==> src/rtl/misc_cfg_pkg.sv <==
package misc_cfg_pkg;

    localparam int BUS_W    = 32;
    localparam int EE_W     = 16;
    localparam int BIT_LBK  = 14;
    localparam int BIT_RAMW = 8;
    localparam int BIT_LVL  = 7;
    localparam int BIT_RSTS = 3;
    localparam int BIT_AWK  = 2;

    typedef struct packed {
        logic lbk_pass;
        logic ram_wr;
        logic level;
        logic rx_stat;
        logic awake;
    } cfg_t;

    function automatic cfg_t cfg_from_word(input logic [EE_W-1:0] w);
        cfg_t c;
        c.lbk_pass = w[BIT_LBK];
        c.ram_wr   = w[BIT_RAMW];
        c.level    = w[BIT_LVL];
        c.rx_stat  = w[BIT_RSTS];
        c.awake    = w[BIT_AWK];
        return c;
    endfunction

    function automatic logic [BUS_W-1:0] cfg_to_word(input cfg_t c);
        logic [BUS_W-1:0] w;
        w           = '0;
        w[BIT_LBK]  = c.lbk_pass;
        w[BIT_RAMW] = c.ram_wr;
        w[BIT_LVL]  = c.level;
        w[BIT_RSTS] = c.rx_stat;
        w[BIT_AWK]  = c.awake;
        return w;
    endfunction

endpackage

==> src/rtl/misc_cfg_store.sv <==
module misc_cfg_store
    import misc_cfg_pkg::*;
(
    input  logic             clk,
    input  logic             hard_rst_n,
    input  logic             wr_en,
    input  logic [EE_W-1:0]  wr_low,
    input  logic             ee_load,
    input  logic [EE_W-1:0]  ee_data,
    output cfg_t             cfg_q
);
    cfg_t cfg_d;

    always_comb begin
        cfg_d = cfg_q;
        if (ee_load) begin
            cfg_d = cfg_from_word(ee_data);
        end else if (wr_en) begin
            cfg_d = cfg_from_word(wr_low);
        end
    end

    always_ff @(posedge clk or negedge hard_rst_n) begin
        if (!hard_rst_n) begin
            cfg_q <= '0;
        end else begin
            cfg_q <= cfg_d;
        end
    end
endmodule

==> src/rtl/misc_cfg_irq_drv.sv <==
module misc_cfg_irq_drv (
    input  logic level_mode,
    input  logic drive_en,
    input  logic req,
    output logic pin_o,
    output logic pin_oe
);
    always_comb begin
        pin_o  = 1'b0;
        pin_oe = 1'b0;
        if (drive_en) begin
            if (level_mode) begin
                pin_o  = 1'b0;
                pin_oe = req;
            end else begin
                pin_o  = req;
                pin_oe = 1'b1;
            end
        end
    end
endmodule

==> src/rtl/misc_cfg_pin_mux.sv <==
module misc_cfg_pin_mux #(
    parameter int N_REMAP = 3
) (
    input  logic               stat_sel,
    input  logic [N_REMAP-1:0] led_fn,
    input  logic [N_REMAP-1:0] stat_src,
    input  logic               lnk_fn,
    input  logic               int2_pin_i,
    output logic [N_REMAP-1:0] led_pin,
    output logic               lnk_pin,
    output logic               addr_rej
);
    for (genvar i = 0; i < N_REMAP; i++) begin : g_led
        logic fn_gated;
        assign fn_gated   = led_fn[i] & ~stat_sel;
        assign led_pin[i] = stat_sel ? stat_src[i] : fn_gated;
    end

    assign lnk_pin  = lnk_fn;
    assign addr_rej = stat_sel & int2_pin_i;
endmodule

==> src/rtl/misc_cfg_intr.sv <==
module misc_cfg_intr
    import misc_cfg_pkg::*;
(
    input  logic              clk,
    input  logic              hard_rst_n,
    input  logic              soft_rst,
    input  logic              stop,
    input  logic              wr_en,
    input  logic [BUS_W-1:0]  wr_data,
    input  logic              ee_load,
    input  logic [EE_W-1:0]   ee_data,
    output logic [BUS_W-1:0]  rd_data,
    input  logic              tp_port_sel,
    output logic              lbk_pass_o,
    output logic              ram_wr_allow_o,
    output logic              auto_wake_o,
    input  logic              irq_req,
    output logic              int_o,
    output logic              int_oe,
    input  logic              int2_req,
    input  logic              int2_pin_i,
    output logic              int2_o,
    output logic              int2_oe,
    output logic              addr_rej_o,
    input  logic              led1_fn,
    input  logic              led2_fn,
    input  logic              led3_fn,
    input  logic              lnk_fn,
    input  logic              rx_sfbd,
    input  logic              rx_clk,
    input  logic              rx_data,
    output logic              led1_o,
    output logic              led2_o,
    output logic              led3_o,
    output logic              lnk_o
);
    localparam int N_IRQ   = 2;
    localparam int N_REMAP = 3;

    cfg_t             cfg_q;
    logic [N_IRQ-1:0] irq_vec;
    logic [N_IRQ-1:0] irq_en;
    logic [N_IRQ-1:0] pin_o_vec;
    logic [N_IRQ-1:0] pin_oe_vec;
    logic [N_REMAP-1:0] led_pins;

    misc_cfg_store u_store (
        .clk        (clk),
        .hard_rst_n (hard_rst_n),
        .wr_en      (wr_en),
        .wr_low     (wr_data[EE_W-1:0]),
        .ee_load    (ee_load),
        .ee_data    (ee_data),
        .cfg_q      (cfg_q)
    );

    assign irq_vec = {int2_req, irq_req};
    assign irq_en  = {~cfg_q.rx_stat, 1'b1};

    for (genvar p = 0; p < N_IRQ; p++) begin : g_irq
        misc_cfg_irq_drv u_drv (
            .level_mode (cfg_q.level),
            .drive_en   (irq_en[p]),
            .req        (irq_vec[p]),
            .pin_o      (pin_o_vec[p]),
            .pin_oe     (pin_oe_vec[p])
        );
    end

    misc_cfg_pin_mux #(.N_REMAP(N_REMAP)) u_mux (
        .stat_sel   (cfg_q.rx_stat),
        .led_fn     ({led3_fn, led2_fn, led1_fn}),
        .stat_src   ({rx_data, rx_clk, rx_sfbd}),
        .lnk_fn     (lnk_fn),
        .int2_pin_i (int2_pin_i),
        .led_pin    (led_pins),
        .lnk_pin    (lnk_o),
        .addr_rej   (addr_rej_o)
    );

    assign {led3_o, led2_o, led1_o} = led_pins;
    assign int_o          = pin_o_vec[0];
    assign int_oe         = pin_oe_vec[0];
    assign int2_o         = pin_o_vec[1];
    assign int2_oe        = pin_oe_vec[1];
    assign rd_data        = cfg_to_word(cfg_q);
    assign lbk_pass_o     = cfg_q.lbk_pass & tp_port_sel;
    assign ram_wr_allow_o = cfg_q.ram_wr;
    assign auto_wake_o    = cfg_q.awake;
endmodule

==> config.mk <==
export PLATFORM = sky130hd
export DESIGN_NAME = misc_cfg_intr
export DESIGN_NICKNAME = d
export VERILOG_FILES = /design/src/rtl/misc_cfg_pkg.sv /design/src/rtl/misc_cfg_store.sv /design/src/rtl/misc_cfg_irq_drv.sv /design/src/rtl/misc_cfg_pin_mux.sv /design/src/rtl/misc_cfg_intr.sv
export SDC_FILE = /design/constraint.sdc
export NUM_CORES = 1
export LEC_CHECK = 0
export ABC_AREA = 0
export CAP_MARGIN = 20
export CORE_AREA = 2 2 42 44
export CTS_CLUSTER_SIZE = 30
export DETAILED_ROUTE_END_ITERATION = 10
export DIE_AREA = 0 0 44 46
export DONT_BUFFER_PORTS = 1
export GPL_TIMING_DRIVEN = 0
export MAX_ROUTING_LAYER = met4
export PLACE_DENSITY = 0.54
export SETUP_SLACK_MARGIN = 0.5
export SYNTH_ARGS = -nofsm -noshare
export SYNTH_HDL_FRONTEND = slang
export SYNTH_SLANG_ARGS = --single-unit
==> constraint.sdc <==
create_clock -name clk -period 2.4 [get_ports clk]
set_clock_uncertainty 0.2 [all_clocks]
set_input_delay 0.24 -clock clk [delete_from_list [all_inputs] [get_ports clk]]
set_output_delay 0.24 -clock clk [all_outputs]
set_load 0.03 [all_outputs]
==> flow_results.org, run 1 <==
** GRT
- The initial antenna violation count was 0.
- The first global-routing pass estimated 1.269 mm of wire.
- Global router's overall resource usage :: 9.609%
- Entering global routing, the biggest net connects 11 pins.
- Grt ovf :: 0
- Number of global-route vias before repair :: 308

** Route
- Antenna-violating nets left :: 0
- Average detailed-routed wire length per instance :: 8.411 um
- After detailed routing, the number of vias per cell comes to 3.605.
- Routed wire length :: 1.043 mm
- Number of iterations in the first detailed-routing pass :: 2
- Number of DRC markers after the initial detailed-route iteration :: 3
- Vias :: 447
- In the routed design, unresolved DRC markers number 0.

** Worst setup path
- Across all register-to-register paths, the minimum setup slack is 770 ps.
- Top fanout value on the critical path :: 7
- STA classifies the critical path endpoint as a primary output.
- Critical path depth :: 2
- The worst setup path is launched from a register.
- CP Launch Point :: u_store.cfg_q[1]
- Startpoint of the worst register-to-register path :: u_store.cfg_q[3]
- Standard cell with the maximum stage delay on the critical path :: sky130_fd_sc_hd__a21oi_1
- Data arrival time at the worst-slack endpoint :: 1280 ps
- Terminus of the critical flop-to-flop path :: u_store.cfg_q[3]
- Critical path class :: reg -> out
- Capturing element of the worst setup path :: int2_oe
- Count of cells along the worst register-to-register path :: 3
- Count of buffering cells on the critical path with inverters included :: 1
- STA puts the critical path data required time at 1960 ps.
- Max stage delay on crit path :: 510 ps
- Kind of cell adding the most delay to the critical path :: compound AO/OA/AOI/OAI gates
- Ordered cell list for the critical path :: buf_6 -> a21oi_1

** Yosys
- Number of instances in the synthesized netlist :: 66
- Mapped cell area :: 571.8 um2
- Area share of fa/ha/maj cells after synthesis :: 0%
- Summing the sequential cell areas from Yosys gives 21.88% of the chip area.
- Area leader, netlist :: sky130_fd_sc_hd__buf_4
- Number of distinct library cell variants in the gate-level netlist after synthesis :: 16
- Synth Area in Simple Gates :: 8.753%
- Synthesized area divided by synthesized cell count :: 8.664 um2
- The share of synthesized area in the top cell type comes to 43.33%.
- Main combinational cell family by area after synthesis :: buffers and inverters
- Synth Area in Compound Gates :: 5.252%
- After synthesis the netlist holds a flip-flop and latch count of 5.
- Yosys warning count :: 0
- Largest cells by area after synthesis :: sky130_fd_sc_hd__buf_4, sky130_fd_sc_hd__dfrtp_1, sky130_fd_sc_hd__mux2i_1
- Xor-xnor portion of the synthesized cell area :: 0%
- Proportion of synthesized area in mux cells :: 16.63%

** Cells and area
- Registers with the highest flip-flop counts :: u_store.cfg_q (5)
- Layout-stage area growth over the synthesis result :: 45.51%
- Area taken by flip-flops and latches :: 125.1 um2
- More flip-flops sit in one register than any other, and that register is u_store.cfg_q.
- The repair_antennas step left the layout with diodes totalling 0.
- Cells with a size suffix above 1 make up 40.19% of the layout.
- The filler cells instantiated in the layout total 162.
- Multi-input gate area :: 281.5 um2
- The register with the most flip-flops in the layout has 5 of them.
- The net count of the finished layout is 173.

** Clocking
- In this run the number of H-tree levels came out at 1.
- CTS placed an instance of sky130_fd_sc_hd__clkbuf_4 at the clock tree root.
- Skew-Pair Late Insertion Delay :: 240 ps
- Buffers inserted during clock tree synthesis total 3.
- The clock passes through at most 2 buffers.
- Number of buffers inserted to repair setup after CTS :: 0
- Clock tree sinks :: 5
- Clock transition at the register clock pins on the worst setup and hold paths after CTS :: 40 ps
- TritonCTS built the clock tree.

** Floorplanning
- Die span in y :: 46 um
- Die area :: 2024 um2
- Starting utilization of the core area :: 35.43%
- The core region is 1614 um2.
- Row generation in the floorplan step produced 15 rows.
- Die width :: 44 um
- In this run the count of I/O pins placed on the die edge is 109.

** STA
- Setup violations remaining at the end of the flow were counted as 0.
- Derived from the worst setup path, the maximum achievable clock frequency is 582.6 MHz.
- In the final timing run, aggregate negative setup slack is 0 ps.
- In this run the tightest slew margin relative to its limit is 57.35%.
- Final worst path period share :: 71.51%
- Number of hold-slack violations in the final timing report :: 0
- Count of pins over their slew limit :: 0
- Setup repair after global routing left no endpoint under its margin.
- Worst-Margin Slew :: 641.7 ps
- The smallest clock period supported by the final layout is computed as 1716 ps.

** Outcome
- Run status :: complete, no violations

** Place
- Summed over all nets, the half-perimeter wirelength after detailed placement is 882.2 um.
- Count of input and output buffers :: 0
- Routability-driven placement finished with a final weighted congestion of 0.6759.

** Pwr
- Power per cell area :: 496.4 nW/um2
- Power comes to 0.4131 mW.
- IR drop worst, VDD :: 0.2070 mV
- The analysis attributes to cell leakage a power of 0.4884 nW.

** Hold path
- Hold WC Path Type :: in -> async

** Flow run
- Across the run, the number of max-cap violations was 0.
-- cell type report --
class	instances	area share, %
inverter	1	0.4511
tap	17	2.556
buffer	35	31.73
sequential	5	15.04
multi-input combinational	51	33.83
clock buffer	4	3.158
timing repair buffer	11	13.23
-- cells by family after synthesis --
group	after synthesis
AO/OA/AOI/OAI	6
buffers and inverters	36
flip-flops	5
multiplexers	8
other	1
AND/OR/NAND/NOR	10
-- metal layers --
metal	vias up	share of wire, %	global-route usage, %
met5	-	0	-
met4	0	1.3	9.091
met3	2	14	2.381
met2	40	48	15.59
met1	173	36	9.308
li1	232	-	-
-- cells in the mapped netlist (all sizes together) --
cell type	count
mux2	3
inv	1
clkbuf	1
a21oi	1
nand2	5
dfrtp	5
buf	34
conb	1
o21ai	5
and2	2
mux2i	5
nor2b	1
nand2b	1
nor3	1
-- placed cells by master, fill, tap and decap left out --
| master | count |
|---|---|
| sky130_fd_sc_hd__buf_4 | 33 |
| sky130_fd_sc_hd__conb_1 | 27 |
| sky130_fd_sc_hd__dlygate4sd3_1 | 11 |
| sky130_fd_sc_hd__mux2i_1 | 5 |
| sky130_fd_sc_hd__nand2_1 | 5 |
| sky130_fd_sc_hd__o21ai_1 | 5 |
| sky130_fd_sc_hd__dfrtp_1 | 5 |
| sky130_fd_sc_hd__mux2_4 | 3 |
| sky130_fd_sc_hd__clkbuf_4 | 3 |
| sky130_fd_sc_hd__nand2b_1 | 1 |
| sky130_fd_sc_hd__nor2b_1 | 1 |
| sky130_fd_sc_hd__inv_1 | 1 |
| sky130_fd_sc_hd__buf_6 | 1 |
| sky130_fd_sc_hd__a21oi_1 | 1 |
| sky130_fd_sc_hd__nor3_2 | 1 |
| sky130_fd_sc_hd__and2_2 | 1 |
| sky130_fd_sc_hd__and2_1 | 1 |
| sky130_fd_sc_hd__clkbuf_2 | 1 |
| sky130_fd_sc_hd__clkbuf_1 | 1 |
-- power breakdown --
group          internal (mW)  total (mW)  switching (mW)
registers             0.0923       0.110          0.0178
logic                 0.0790       0.205           0.126
clock network         0.0629      0.0975          0.0347
-- through the flow --
stage                     std cells  setup WS [ps]  hold WS (ps)  utilization [%]  area, um2
after global routing            124          648.8         101.7            51.55      832.0
after global placement          109          718.7        -255.5            42.79      690.7
final                           124          683.7         87.17            51.55      832.0
after floorplan                  92          770.0        -255.6                -      669.4
after detailed placement        109          711.5        -255.5            42.79      690.7
after CTS                       124          680.9         85.40            51.55      832.0
-- timing repair --
action	CTS	global route
setup endpoints to repair	1	0
hold buffers	11	0
gates resized for setup	1	0
endpoints found under the hold margin	10	0
-- worst min-delay path by stage --
stage,startpoint,endpoint,slack (ps),depth (start not counted)
CTS,hard_rst_n,u_store.cfg_q[1],90,1
finish,hard_rst_n,u_store.cfg_q[1],90,1
global placement,hard_rst_n,u_store.cfg_q[0],-260,0
floorplan,hard_rst_n,u_store.cfg_q[0],-260,0
detailed placement,hard_rst_n,u_store.cfg_q[0],-260,0
global route,hard_rst_n,u_store.cfg_q[1],100,1
(Power assumes the default switching activity.)
==> run 2: changes to the inputs <==
ABC_AREA = 1   (was 0)
clock period = 1.5 ns   (was 2.4 ns; I/O delays follow)
==> run 2 against run 1 <==
- design area is 21% higher
- power is 78% higher
- cell count rose by 16%
- register-to-register slack got worse by 300 ps
- via count up 21%
- synthesized cell count is 21% higher
- combinational power increased by 93%
- global-route usage rose by 3.2 points
- worst setup slack worse by 630 ps
- flip-flop and latch count stayed put
- clock power increased by 62%
- largest power group unchanged
==> flow_results.org, run 2 <==
** STA
- Maximum clock frequency :: 691.6 MHz
- The final critical path takes up 96.39% of the cycle.
- The number of setup violations in the final report was 0 (unchanged).
- Count of pins over their slew limit :: 0 (unchanged)
- The tightest hold margin came to 0.6578 ps (-86.51 ps).
- The final hold violation count came to 0 (unchanged).
- The worst path needs 1446 ps of the cycle, external delays included.
- Setup repair after global routing could not meet its margin everywhere.
- Total negative slack for setup checks :: 0 ps (unchanged)

** GRT
- The initial antenna violation count was 0 (unchanged).
- The wire length of the first global-routing pass came to 1.787 mm (+41%).
- The number of global-route vias before repair came to 439 (+43%).
- The global-route congestion overflow total is 0 (unchanged).
- The total global routing track utilization is 12.85% (+3.2 points).
- GRT met3 Usage :: 3.175% (+0.79 points)
- The met2 track utilization from global routing was 24.41% (+8.8 points).
- The routing usage on met1 was 11.48% (+2.2 points).
- Layer with the highest usage after global routing :: met2
- Pin count of the biggest net entering global routing :: 11 (unchanged)

** Pwr
- Cell leakage power :: 0.5702 nW (+17%)
- The total power divided by cell area came to 731.9 nW/um2 (+47%).
- The total chip power came to 0.7372 mW (+78%).
- The maximum VDD drop was 0.5083 mV (+150%).

** Yosys
- Most common library cells after synthesis :: sky130_fd_sc_hd__buf_4, sky130_fd_sc_hd__nand2_1, sky130_fd_sc_hd__nand3_1
- The proportion of synthesized flip-flops having asynchronous set or reset was 100.0% (unchanged).
- In the synthesized netlist the dominant register cell turns out to be sky130_fd_sc_hd__dfrtp_1.
- Mapped cell area :: 549.3 um2 (-3.9%)
- The post-synthesis sequential element count was 5 (unchanged).
- The number of flops mapped to enable cells by yosys is 0 (unchanged).
- The most common cell in the synthesized netlist is sky130_fd_sc_hd__buf_4.
- After synthesis, the cell types taking the most area are sky130_fd_sc_hd__buf_4, sky130_fd_sc_hd__dfrtp_1, sky130_fd_sc_hd__nand2_1.
- The proportion of synthesized chip area in sequential cells is 22.78% (+0.90 points).
- The gate count after technology mapping is 80 (+21%).
- Synth top area share :: 43.74% (+0.41 points)
- The count of cell types in the netlist came to 13 (-3).
- Yosys warning count :: 0 (unchanged)
- The largest total area in the synthesized netlist belongs to sky130_fd_sc_hd__buf_4.
- The mean instance size in the synthesized netlist came to 6.866 um2 (-21%).

** Route
- The violation count after the first detailed-route iteration came to 5 (+2).
- The number of vias after detailed routing came to 542 (+21%).
- The count of TritonRoute iterations in the first routing pass was 4 (+2).
- The average wire per standard cell came to 9.563 um (+14%).
- The number of nets still failing antenna checks after routing is 0 (unchanged).
- The remaining routing DRC violations is 0 (unchanged).
- The detail-routed via count per cell is 3.764 (+4.4%).
- Routed wire length :: 1.377 mm (+32%)

** Floorplanning
- The initial core utilization was 34.03% (-1.4 points).
- The count of pins on the block boundary is 109 (unchanged).
- The overall die height came to 46 um (unchanged).
- Area inside the core boundary :: 1614 um2 (unchanged)
- Die area :: 2024 um2 (unchanged)
- Cell row count :: 15 (unchanged)
- The width of the die was 44 um (unchanged).

** Clocking
- Number of buffers created by CTS :: 3 (unchanged)
- TritonCTS built the clock tree.
- The clock network latency to the later pin of the worst-skew pair is 240 ps (about the same).
- Clock tree sinks :: 5 (unchanged)
- The clock tree buffer depth is 2 (unchanged).
- Number of H-tree levels :: 1 (unchanged)
- Clock transition at the register clock pins on the worst setup and hold paths after CTS :: 50 ps (about the same)
- The root buffer cell chosen for the clock tree is sky130_fd_sc_hd__clkbuf_4.

** Outcome
- Run status :: complete, no violations

** Cells and area
- Layout-stage area growth over the synthesis result :: 83.37%
- The number of flip-flops under the largest register name came to 5 (unchanged).
- Leaving out fill and tap cells, the most frequent cell in the layout is sky130_fd_sc_hd__buf_4.
- Ratio of cells with drive above 1 in the final layout :: 48.03% (+7.8 points)
- Layout filler cell count :: 143 (-12%)
- The total area of multi-input combinational cells was 351.6 um2 (+25%).
- In the layout the commonest cells are sky130_fd_sc_hd__buf_4, sky130_fd_sc_hd__conb_1, sky130_fd_sc_hd__nand2_1, sky130_fd_sc_hd__dlygate4sd3_1.
- The largest registers in the layout are u_store.cfg_q (5).
- Number of cells in the finished layout apart from fillers :: 144 (+16%)
- Antenna diode instance count :: 0 (unchanged)
- Register containing the most flip-flops in the final layout :: u_store.cfg_q
- Total number of nets in the final design :: 193 (+12%)
- Area taken by flip-flops and latches :: 130.1 um2 (+4.0%)

** Hold path
- The tightest min-delay check is of the in -> async type.

** Place
- The final HPWL from detailed placement came to 865.6 um (-1.9%).
- Gpl congestion :: 0.7125 (+5.4%)
- The number of placed instances with taps included is 123 (+13%).
- Count of input and output buffers :: 0 (unchanged)

** Worst setup path
- STA classifies the critical path endpoint as a primary output.
- Critical path depth :: 1 (-1)
- Count of buffering cells on the critical path with inverters included :: 0 (-1)
- Kind of cell adding the most delay to the critical path :: flip-flops
- Kind of start point of the critical path :: register
- The largest fanout of any net on the critical path was 5 (-2).
- The critical path data arrival time was 1100 ps (-180 ps).
- Traced cell by cell, the critical path runs through nor3_4.
- Max stage delay on crit path :: 470 ps (-40 ps)
- Critical path class :: reg -> out
- Standard cell with the maximum stage delay on the critical path :: sky130_fd_sc_hd__dfrtp_2
- The number of cell instances on the worst register-to-register path is 3 (unchanged).
- Data required time at the worst endpoint :: 1150 ps (-810 ps)

** Flow run
- Maximum capacitance violations :: 0 (unchanged)
[run 2: cell types whose count changed in the layout (fill, tap and decap cells not counted), moves of 5 or more]
cell                      change
sky130_fd_sc_hd__buf_6        +7
sky130_fd_sc_hd__nand2_1      +6
sky130_fd_sc_hd__o21ai_1      -5
sky130_fd_sc_hd__nand3_1      +8
sky130_fd_sc_hd__mux2i_1      -5
[run 2: final timing paths]
check	slack, ps	from	end
min	0.7	hard_rst_n	u_store.cfg_q[3]
max	50	u_store.cfg_q[2]	int2_o
max in group asynchronous	880	hard_rst_n	u_store.cfg_q[4]
min in group clk	220	int2_pin_i	addr_rej_o
min reg2reg	450	u_store.cfg_q[4]	u_store.cfg_q[4]
max reg2reg	470	u_store.cfg_q[2]	u_store.cfg_q[2]
[run 2: repair_timing]
action                     CTS  global route
setup buffers                4             0
cloned                       0             0
resized for setup            7            13
pin swaps                    2             2
hold endpoints to repair    10             0
setup endpoints to repair   17            21
hold buffers                13             0
[run 2: stage by stage]
stage | worst slack (ps) | util [%] | area, um2
after floorplan | 348.6 | - | 721.9
after global placement | 322.9 | 46.05 | 743.2
after detailed placement | 318.2 | 46.05 | 743.2
after CTS | 59.23 | 59.22 | 955.9
after global routing | 12.95 | 62.40 | 1007
final | 54.13 | 62.40 | 1007
[run 2: layout make-up]
class,instances,share of cell area (%)
multi-input combinational,60,34.91
buffer,33,26.46
tap,17,2.112
inverter,8,3.478
sequential,5,12.92
timing repair buffer,17,17.52
clock buffer,4,2.609
[run 2: kinds of logic after synthesis]
logic type             share of synthesized area (%)
AO/OA/AOI/OAI                                  3.643
buffers and inverters                          50.11
flip-flops                                     22.78
other                                         0.6827
AND/OR/NAND/NOR                                22.78
[run 2: layer usage]
metal / share of wire (%) / vias up
met5: 0 / -
met4: 0.58 / 0
met3: 12 / 2
met2: 54 / 44
met1: 34 / 216
li1: - / 280
[run 2: report_power, final]
| part | internal [mW] | switching [mW] | leakage, nW |
|---|---|---|---|
| Clock | 0.101 | 0.0576 | 0.0150 |
| Sequential | 0.150 | 0.0338 | 0.0561 |
| Combinational | 0.149 | 0.246 | 0.499 |
| Total | 0.400 | 0.337 | 0.570 |
